File: src/rtl/usp_pkg.sv
package usp_pkg;
  localparam int unsigned ADDR_W = 2;
  localparam logic [ADDR_W-1:0] ADDR_DATA = 2'd0;
  localparam logic [ADDR_W-1:0] ADDR_STAT = 2'd1;
  localparam logic [ADDR_W-1:0] ADDR_CTRL = 2'd2;
  localparam int unsigned CTRL_W = 5;

  // control bits, MSB first: 7..3 of the byte
  typedef struct packed {
    logic rxc_ie;
    logic txc_ie;
    logic dre_ie;
    logic rx_en;
    logic tx_en;
  } ctrl_t;
endpackage

File: src/rtl/usp_clk_gen.sv
module usp_clk_gen #(
  parameter int unsigned SCK_HALF = 2
) (
  input  logic clk_i,
  input  logic rst_ni,
  input  logic run_i,
  output logic tick_o
);
  localparam int unsigned CW = (SCK_HALF > 1) ? $clog2(SCK_HALF) : 1;
  localparam logic [CW-1:0] LAST = CW'(SCK_HALF - 1);

  logic [CW-1:0] cnt_q;

  always_ff @(posedge clk_i or negedge rst_ni) begin
    if (!rst_ni)               cnt_q <= '0;
    else if (!run_i)           cnt_q <= '0;
    else if (cnt_q == LAST)    cnt_q <= '0;
    else                       cnt_q <= cnt_q + 1'b1;
  end

  assign tick_o = run_i && (cnt_q == LAST);

  p_tick_spacing_r3: assert property (@(posedge clk_i) disable iff (!rst_ni)
    (tick_o && (SCK_HALF > 1)) |=> !tick_o);
endmodule

File: src/rtl/usp_shifter.sv
module usp_shifter #(
  parameter int unsigned DATA_W = 8
) (
  input  logic              clk_i,
  input  logic              rst_ni,
  input  logic              load_i,
  input  logic [DATA_W-1:0] data_i,
  input  logic              tick_i,
  input  logic              miso_i,
  output logic              busy_o,
  output logic              done_o,
  output logic [DATA_W-1:0] rx_o,
  output logic              sck_o,
  output logic              mosi_o
);
  localparam int unsigned CNT_W = (DATA_W > 1) ? $clog2(DATA_W) : 1;
  localparam logic [CNT_W-1:0] LAST_BIT = CNT_W'(DATA_W - 1);

  logic              busy_q, done_q, sck_q, samp_q;
  logic [DATA_W-1:0] shreg_q;
  logic [CNT_W-1:0]  bit_q;

  always_ff @(posedge clk_i or negedge rst_ni) begin
    if (!rst_ni) begin
      busy_q  <= 1'b0;
      done_q  <= 1'b0;
      sck_q   <= 1'b0;
      samp_q  <= 1'b0;
      shreg_q <= '0;
      bit_q   <= '0;
    end else begin
      done_q <= 1'b0;
      if (!busy_q) begin
        if (load_i) begin
          busy_q  <= 1'b1;
          shreg_q <= data_i;
          sck_q   <= 1'b0;
          bit_q   <= '0;
        end
      end else if (tick_i) begin
        if (!sck_q) begin
          // rising edge: sample only, keep mosi steady
          sck_q  <= 1'b1;
          samp_q <= miso_i;
        end else begin
          sck_q   <= 1'b0;
          shreg_q <= {shreg_q[DATA_W-2:0], samp_q};
          bit_q   <= bit_q + 1'b1;
          if (bit_q == LAST_BIT) begin
            busy_q <= 1'b0;
            done_q <= 1'b1;
          end
        end
      end
    end
  end

  assign busy_o = busy_q;
  assign done_o = done_q;
  assign rx_o   = shreg_q;
  assign sck_o  = sck_q;
  assign mosi_o = busy_q & shreg_q[DATA_W-1];

  p_sck_idle_low_r3: assert property (@(posedge clk_i) disable iff (!rst_ni)
    !busy_q |-> !sck_q);
  p_mosi_hold_r3: assert property (@(posedge clk_i) disable iff (!rst_ni)
    (busy_q && !sck_q) |=> $stable(shreg_q[DATA_W-1]));
endmodule

File: src/rtl/usp_rx_buffer.sv
module usp_rx_buffer #(
  parameter int unsigned DATA_W = 8
) (
  input  logic              clk_i,
  input  logic              rst_ni,
  input  logic              en_i,
  input  logic              wr_i,
  input  logic [DATA_W-1:0] data_i,
  input  logic              rd_i,
  output logic              rxc_o,
  output logic [DATA_W-1:0] data_o
);
  logic              rxc_q;
  logic [DATA_W-1:0] data_q;

  always_ff @(posedge clk_i or negedge rst_ni) begin
    if (!rst_ni) begin
      rxc_q  <= 1'b0;
      data_q <= '0;
    end else if (!en_i) begin
      rxc_q  <= 1'b0;
      data_q <= '0;
    end else if (wr_i) begin
      rxc_q  <= 1'b1;
      data_q <= data_i;
    end else if (rd_i) begin
      rxc_q  <= 1'b0;
    end
  end

  assign rxc_o  = rxc_q;
  assign data_o = data_q;

  p_fill_r4: assert property (@(posedge clk_i) disable iff (!rst_ni)
    (en_i && wr_i) |=> rxc_o);
  p_read_clear_r5: assert property (@(posedge clk_i) disable iff (!rst_ni)
    (en_i && rd_i && !wr_i) |=> !rxc_o);
  p_flush_r6: assert property (@(posedge clk_i) disable iff (!rst_ni)
    !en_i |=> (!rxc_o && data_o == '0));
endmodule

File: src/rtl/usart_spi_master.sv
module usart_spi_master
  import usp_pkg::*;
#(
  parameter int unsigned SCK_HALF = 2,
  parameter int unsigned DATA_W   = 8
) (
  input  logic              clk_i,
  input  logic              rst_ni,
  input  logic              reg_we_i,
  input  logic              reg_re_i,
  input  logic [ADDR_W-1:0] reg_addr_i,
  input  logic [DATA_W-1:0] reg_wdata_i,
  output logic [DATA_W-1:0] reg_rdata_o,
  input  logic              txc_ack_i,
  output logic              irq_rxc_o,
  output logic              irq_txc_o,
  output logic              irq_dre_o,
  output logic              sck_o,
  output logic              mosi_o,
  input  logic              miso_i
);
  localparam int unsigned TXC_BIT = DATA_W - 2;

  ctrl_t             ctrl_q;
  logic              txb_full_q, txc_q;
  logic [DATA_W-1:0] txb_q;
  logic              sh_busy, sh_done, sh_tick, load;
  logic [DATA_W-1:0] sh_rx, rxb_data;
  logic              rxc;
  logic              wr_data, wr_stat, wr_ctrl, rd_data;

  assign wr_data = reg_we_i && (reg_addr_i == ADDR_DATA);
  assign wr_stat = reg_we_i && (reg_addr_i == ADDR_STAT);
  assign wr_ctrl = reg_we_i && (reg_addr_i == ADDR_CTRL);
  assign rd_data = reg_re_i && (reg_addr_i == ADDR_DATA);
  assign load    = txb_full_q && !sh_busy;

  always_ff @(posedge clk_i or negedge rst_ni) begin
    if (!rst_ni)      ctrl_q <= '0;
    else if (wr_ctrl) ctrl_q <= ctrl_t'(reg_wdata_i[DATA_W-1 -: CTRL_W]);
  end

  // transmit buffer: drains regardless of tx_en, accepts only when enabled and empty
  always_ff @(posedge clk_i or negedge rst_ni) begin
    if (!rst_ni) begin
      txb_full_q <= 1'b0;
      txb_q      <= '0;
    end else if (load) begin
      txb_full_q <= 1'b0;
    end else if (wr_data && ctrl_q.tx_en && !txb_full_q) begin
      txb_full_q <= 1'b1;
      txb_q      <= reg_wdata_i;
    end
  end

  always_ff @(posedge clk_i or negedge rst_ni) begin
    if (!rst_ni)                                    txc_q <= 1'b0;
    else if (sh_done && !txb_full_q)                txc_q <= 1'b1;
    else if (txc_ack_i || (wr_stat && reg_wdata_i[TXC_BIT])) txc_q <= 1'b0;
  end

  usp_clk_gen #(.SCK_HALF(SCK_HALF)) i_clk_gen (
    .clk_i  (clk_i),
    .rst_ni (rst_ni),
    .run_i  (sh_busy),
    .tick_o (sh_tick)
  );

  usp_shifter #(.DATA_W(DATA_W)) i_shifter (
    .clk_i  (clk_i),
    .rst_ni (rst_ni),
    .load_i (load),
    .data_i (txb_q),
    .tick_i (sh_tick),
    .miso_i (miso_i),
    .busy_o (sh_busy),
    .done_o (sh_done),
    .rx_o   (sh_rx),
    .sck_o  (sck_o),
    .mosi_o (mosi_o)
  );

  usp_rx_buffer #(.DATA_W(DATA_W)) i_rx_buffer (
    .clk_i  (clk_i),
    .rst_ni (rst_ni),
    .en_i   (ctrl_q.rx_en),
    .wr_i   (sh_done),
    .data_i (sh_rx),
    .rd_i   (rd_data),
    .rxc_o  (rxc),
    .data_o (rxb_data)
  );

  always_comb begin
    unique case (reg_addr_i)
      ADDR_DATA: reg_rdata_o = rxb_data;
      ADDR_STAT: reg_rdata_o = {rxc, txc_q, !txb_full_q, {(DATA_W-3){1'b0}}};
      ADDR_CTRL: reg_rdata_o = {ctrl_q, {(DATA_W-CTRL_W){1'b0}}};
      default:   reg_rdata_o = '0;
    endcase
  end

  assign irq_rxc_o = rxc & ctrl_q.rxc_ie;
  assign irq_txc_o = txc_q & ctrl_q.txc_ie;
  assign irq_dre_o = !txb_full_q & ctrl_q.dre_ie;

  p_refill_r2: assert property (@(posedge clk_i) disable iff (!rst_ni)
    load |=> (!txb_full_q && sh_busy));
  p_txc_set_r7: assert property (@(posedge clk_i) disable iff (!rst_ni)
    (sh_done && !txb_full_q) |=> txc_q);
  p_txc_held_r7: assert property (@(posedge clk_i) disable iff (!rst_ni)
    (sh_done && txb_full_q && !txc_q) |=> !txc_q);
  p_txc_ack_r8: assert property (@(posedge clk_i) disable iff (!rst_ni)
    (txc_ack_i && !sh_done) |=> !txc_q);
endmodule

File: config.mk
export PLATFORM = sky130hd
export DESIGN_NAME = usart_spi_master
export DESIGN_NICKNAME = d
export VERILOG_FILES = /design/src/rtl/usp_pkg.sv /design/src/rtl/usp_clk_gen.sv /design/src/rtl/usp_shifter.sv /design/src/rtl/usp_rx_buffer.sv /design/src/rtl/usart_spi_master.sv
export SDC_FILE = /design/constraint.sdc
export NUM_CORES = 1
export LEC_CHECK = 0
export BUFFER_PORTS_ARGS = -buffer_cell sky130_fd_sc_hd__buf_2
export CAP_MARGIN = 20
export CORE_UTILIZATION = 40
export DETAILED_ROUTE_END_ITERATION = 7
export GPL_TIMING_DRIVEN = 0
export PLACE_DENSITY = 0.66
export SLEW_MARGIN = 0
export SYNTH_ARGS = -nofsm -noshare
export SYNTH_HDL_FRONTEND = slang
export SYNTH_SLANG_ARGS = --single-unit
File: constraint.sdc
create_clock -name clk_i -period 1.35 [get_ports clk_i]
set_input_delay 0.27 -clock clk_i [delete_from_list [all_inputs] [get_ports clk_i]]
set_output_delay 0.27 -clock clk_i [all_outputs]
set_load 0.005 [all_outputs]
* After elaboration in Yosys (flattened, before gate mapping)
Index checks and enable logic that the tools add are counted.
** Operators by class
- $lt $le $gt $ge :: 0
- Shift operators :: 0
- Multiply operators :: 0
- Add/subtract/negate cells :: 2
- Reductions and logical operators :: 21
- Muxes and demuxes :: 33
- Div/mod/pow operators :: 0
- Equal/unequal tests :: 7
- Bitwise logic cells :: 6
** Operator list (count)
- 2-to-1 mux 8 bit :: 6
- one-hot mux 8 bit (3 select lines) :: 1
- 2-to-1 mux 1 bit :: 22
- 2-to-1 mux 3 bit :: 4
- logical AND 1 bit :: 10
- AND reduction 3 bit :: 2
- nonzero test 2 bit :: 3
- AND 1 bit :: 4
- inequality test 2 bit, second input constant :: 2
- AND reduction 2 bit :: 2
- adder 3 x 1 -> 3 bit, second input constant :: 1
- equality test 3 bit, second input constant :: 1
- inequality test 3 x 1 -> 1 bit, second input constant :: 1
- equality test 2 x 1 -> 1 bit, second input constant :: 1
- equality test 2 bit, second input constant :: 1
- zero test 1 bit :: 2
- zero test 2 bit :: 1
- inequality test 2 x 1 -> 1 bit, second input constant :: 1
- inverter 1 bit :: 2
- adder 1 bit, second input constant :: 1
- logical OR 1 bit :: 1
** Word-level totals
- Output and inout bits :: 13
- Flip-flop bits (word level) :: 40
- Memories :: 0
- Bits in writable memories :: 0
- Latch bits :: 0
- ROM bits :: 0

* Depth between registers and ports, before layout
- Word-level depth :: 6
- Mapped depth :: 5

* By module
From an unflattened synthesis, not the netlist that was laid out.
** Unflattened totals
- Cells, all modules :: 159
- Area, all modules :: 2006.9 µm²
** By module, submodules not included
- usp_shifter :: cells each 69, area an instance 818.3 µm², instances 1
- usart_spi_master :: cells each 59, area an instance 767.0 µm², instances 1
- usp_rx_buffer :: cells each 28, area an instance 380.4 µm², instances 1
- usp_clk_gen :: cells each 3, area an instance 41.3 µm², instances 1

* Least setup slack after synthesis
OpenSTA, ideal clock, no wires.
- Path type :: reg2reg
- Start :: reg i_shifter.bit_q[0]
- End :: reg i_shifter.bit_q[2]
- Stages on the path, launching flop included :: 5
- Setup time :: 0.121 ns
- Path slack :: -0.013 ns
- Period minus slack after synthesis :: 1.363 ns
- Arrival time :: 1.242 ns
- Cells stage by stage :: dfrtp_1 > ha_1 > ha_1 > mux2_2 > a22o_1
** On the way
- Longest elaborated chain between the ends :: 4
** Ends and longest elaborated chain
- start, declared :: RTL line usp_shifter.sv:21 : logic [CNT_W-1:0] bit_q;
- start signal, assigned :: RTL line usp_shifter.sv:48 : bit_q <= bit_q + 1'b1;
- adder 3 x 1 -> 3 bit :: RTL line usp_shifter.sv:48
- 2-to-1 mux 3 bit :: RTL line usp_shifter.sv:41 : if (!sck_q) begin
- 2-to-1 mux 3 bit :: RTL line usp_shifter.sv:40 : end else if (tick_i) begin
- 2-to-1 mux 3 bit :: RTL line usp_shifter.sv:33 : if (!busy_q) begin
No other way between the ends. The select of a mux whose other input is x is not followed.
A chain may end at the register's enable or synchronous reset.

* Final worst setup path
- Start :: reg i_shifter.busy_q, in the netlist i_shifter.busy_o
- End :: out mosi_o
** On the way
- Longest elaborated chain between the ends :: 1
** Ends and longest elaborated chain
- start, declared :: RTL line usp_shifter.sv:19 : logic busy_q, done_q, sck_q, samp_q;
- start signal, assigned :: RTL line usp_shifter.sv:25 : busy_q <= 1'b0;
- start signal, assigned :: RTL line usp_shifter.sv:35 : busy_q <= 1'b1;
- start signal, assigned :: RTL line usp_shifter.sv:50 : busy_q <= 1'b0;
- AND 1 bit :: RTL line usp_shifter.sv:62 : assign mosi_o = busy_q & shreg_q[DATA_W-1];
- end, declared :: RTL line usart_spi_master.sv:19 : output logic mosi_o,
No other way between the ends.

==> metrics.txt <==
status finished, violations left; failing checks DRC, setup timing; endpoint class of the critical path output port; vias per cell a little over 5; reg2reg start i_shifter.bit_q[0]$_DFFE_PN0P_; Ant. Diodes 0; fillers ~400; drt pass-1 iters 6; peak supply drop about 1.1 mV; worst reg2reg path depth 4; origin of the worst setup path i_shifter.busy_o$_DFF_PN0_; worst-margin pin slew between 0.9 and 1 ns; number of global-route vias before repair between 1000 and 1500; Netlist Area Pre-Place between 1500 and 2000 um2; internal cell power approximately 0.0033 W; most numerous cell in the Yosys netlist dfrtp_1; Achievable Freq between 700 and 800 MHz; period utilization 1.005; Data arrival, critical path around 1.1 ns; worst rel slew slack 0.3965; antenna-violating nets left 0; critical path, cell by cell buf_6 > and2_4 > buf_6; gr usage total 0.1616; R2R Path End i_shifter.bit_q[2]$_DFFE_PN0P_; Post-synth EDFFs 0; CTS tree yes; hold slack between 0.1 and 0.15 ns; Worst path depth 3; critical path type reg2out; row count 24; register area share after synthesis 0.5256; peak fanout along the critical path 4; largest net degree at the start of global routing 41; Clock Path Buffers 2; DR WL/cell about 16 um; syn_area_per_cell 13.41 um2; Cell variety after synth 30; Gate power share 0.390; DIE AREA between 5000 and 6000 um2; Sw Share 0.2832; CP bufs+invs 2; crit-path most repeated cell buf_6; total power divided by cell area a little under 2000 nW/um2; final core utilization 0.5324; worst reg-to-reg setup slack 0.02 ns; post-synthesis async set-or-reset flop share 1.000; Req. time, crit path between 1 and 1.5 ns; Area Overhead vs Synth 25.10%; Core ar. roughly 4500 um2; Num CTS Buffers 5; Post-Synthesis Cells ~140; Die Y-Extent slightly above 70 um; Max-cap violations 0; Congestion Overflow GR 0; RePlAce Congestion 0.7578; ys flop type dfrtp_1; IO Pins 29; met1 Track Usage GR 0.2167; cell with the largest stage delay on the worst path dfrtp_2; cell taking the most area after synthesis dfrtp_1; layout cells sized above 1 0.5288; post-synth top area share 0.5256; first-pass GRT wire length between 6000 and 7000 um; post-layout net count about 210; clock network fraction of total power 0.202; pre-CTS setup slack -0.1689 ns; RSZ-0062 raised after global routing yes; setup TNS -0.007324 ns; hpwl dp 2539 um; Clock Skews about 0.0046 ns; max-slew violation count 0; Vias between 1000 and 1500; Die Wd around 70 um; Clock transition at path regs roughly 0.070 ns; setup slack after layout -0.007324 ns; met2 usage 0.2553; met3 GRT Util 0.03989; Hold Crit Class in2async; largest cells by area after synthesis dfrtp_1 53%, mux2_2 14%, mux2_4 7.1%; synthesized flop and latch total 40; Root Driver clkbuf_8; Fin. Hold Viols 0; initial antenna violation count 0; worst setup path end mosi_o; Post-Syn Nets 160; Reg power frac 0.408; CTS Sinks 40; final setup vio count 1; critical path's top delay family flip-flops; top post-synthesis cells by count 40 x dfrtp_1, 24 x mux2_2, 13 x mux2i_1; type of origin of the critical path register; Starting Density 0.4256; IO Port Bufs 27; switching pwr 0.001314 W; Most Crowded Layer GR met2; drt initial violations 65; Worst-Skew Late Latency approximately 0.28 ns; H-tree levels 2; Period minus WS final 1.357 ns; drc violations 4; leakage 1.137 nW; wirelength, routed approximately 3800 um; crit-path max cell delay 0.45 ns; Synth warnings 0
-- how the worst min path moves through the flow --
stage	start	end	slack (ns)	depth (start not counted)
global placement	rst_ni	ctrl_q[3]$_DFFE_PN0P_	0.42	1
finish	rst_ni	ctrl_q[3]$_DFFE_PN0P_	0.11	1
global route	rst_ni	i_rx_buffer.data_o[6]$_DFFE_PN0P_	0.18	1
detailed placement	rst_ni	txc_q$_DFFE_PN0P_	0.44	1
floorplan	rst_ni	ctrl_q[0]$_DFFE_PN0P_	-0.03	0
CTS	rst_ni	txc_q$_DFFE_PN0P_	0.14	1
-- area by class of cell --
cell class              instances  area [um2]  share of cell area
flip-flops and latches         40        1005              0.4217
inverters                       2       7.507            0.003151
clock buffers                   6       72.57             0.03046
plain buffers                   3       27.53             0.01155
multi-input cells              95       904.6              0.3797
repair buffers                 43       265.3              0.1113
well taps                      52       65.06             0.02731
clock inverters                 2       35.03             0.01471
-- flip-flops by register name, summed over array words and instances, names as in the netlist --
name                cells
ctrl_q                  5
i_clk_gen.cnt_q         1
i_rx_buffer.data_o      8
i_rx_buffer.rxc_o       1
i_shifter.bit_q         3
i_shifter.busy_o        1
i_shifter.done_o        1
i_shifter.rx_o          8
i_shifter.samp_q        1
i_shifter.sck_o         1
txb_full_q              1
txb_q                   8
txc_q                   1
-- power by group through the flow --
stage	registers (W)	logic [W]	clock network, W
6_report	0.00189	0.00181	0.000938
5_1_grt	0.00195	0.00199	0.00102
4_1_cts	0.00190	0.00170	0.000968
3_5_place_dp	0.00192	0.00144	0
3_3_place_gp	0.00189	0.00138	0
2_1_floorplan	0.00182	0.00117	0
-- routing by layer --
layer  routed length, um  part of all wire  vias up
met5                   0                 0        -
met4                  38             0.010        0
met3                 160             0.042        5
met2                1838              0.49       26
met1                1747              0.46      604
li1                    -                 -      597
-- timing repair --
action	CTS	global route
setup buffers	9	7
resized for setup	10	8
pin swaps	1	3
hold buffers	0	0
endpoints found under the hold margin	0	0
endpoints found under the setup margin	21	16
-- worst reg2reg max path, cell delays in order (launching register included) --
cell and delay, ns:
dfrtp_1 0.39, ha_2 0.20, ha_4 0.20, mux2_4 0.26
a22o_1 0.17
-- per-stage QoR --
stage / power [W] / std cells / area [um2]
after floorplan: 0.002989 / 142 / 1907
after global placement: 0.003271 / 221 / 2107
after detailed placement: 0.003363 / 221 / 2107
after CTS: 0.004563 / 237 / 2321
after global routing: 0.004955 / 243 / 2382
final: 0.004641 / 243 / 2382
-- cell families after synthesis --
family | count (synthesis) | share of synthesized area
AOI/OAI and AO/OA | 10 | 0.04140
xor gates and xnor gates | 2 | 0.009200
adders and majority gates | 2 | 0.01314
buffers and inverters | 7 | 0.02300
DFF | 40 | 0.5256
muxes | 46 | 0.2812
and+or+nand+nor | 35 | 0.1064
-- layout by cell type, fill, tap and decap left out, types with 2 or more instances in the layout --
cell       n
buf_2     27
nand2_2    2
buf_4     15
o21ai_1    2
mux2_2    23
nand2_1    5
mux2i_1   12
a22o_1     2
nor2b_1   10
dfrtp_1   37
nor2_1     5
clkbuf_8   5
and2_1     5
dfrtp_2    3
mux2_4    10
buf_6      4
(Power assumes the default switching activity.)
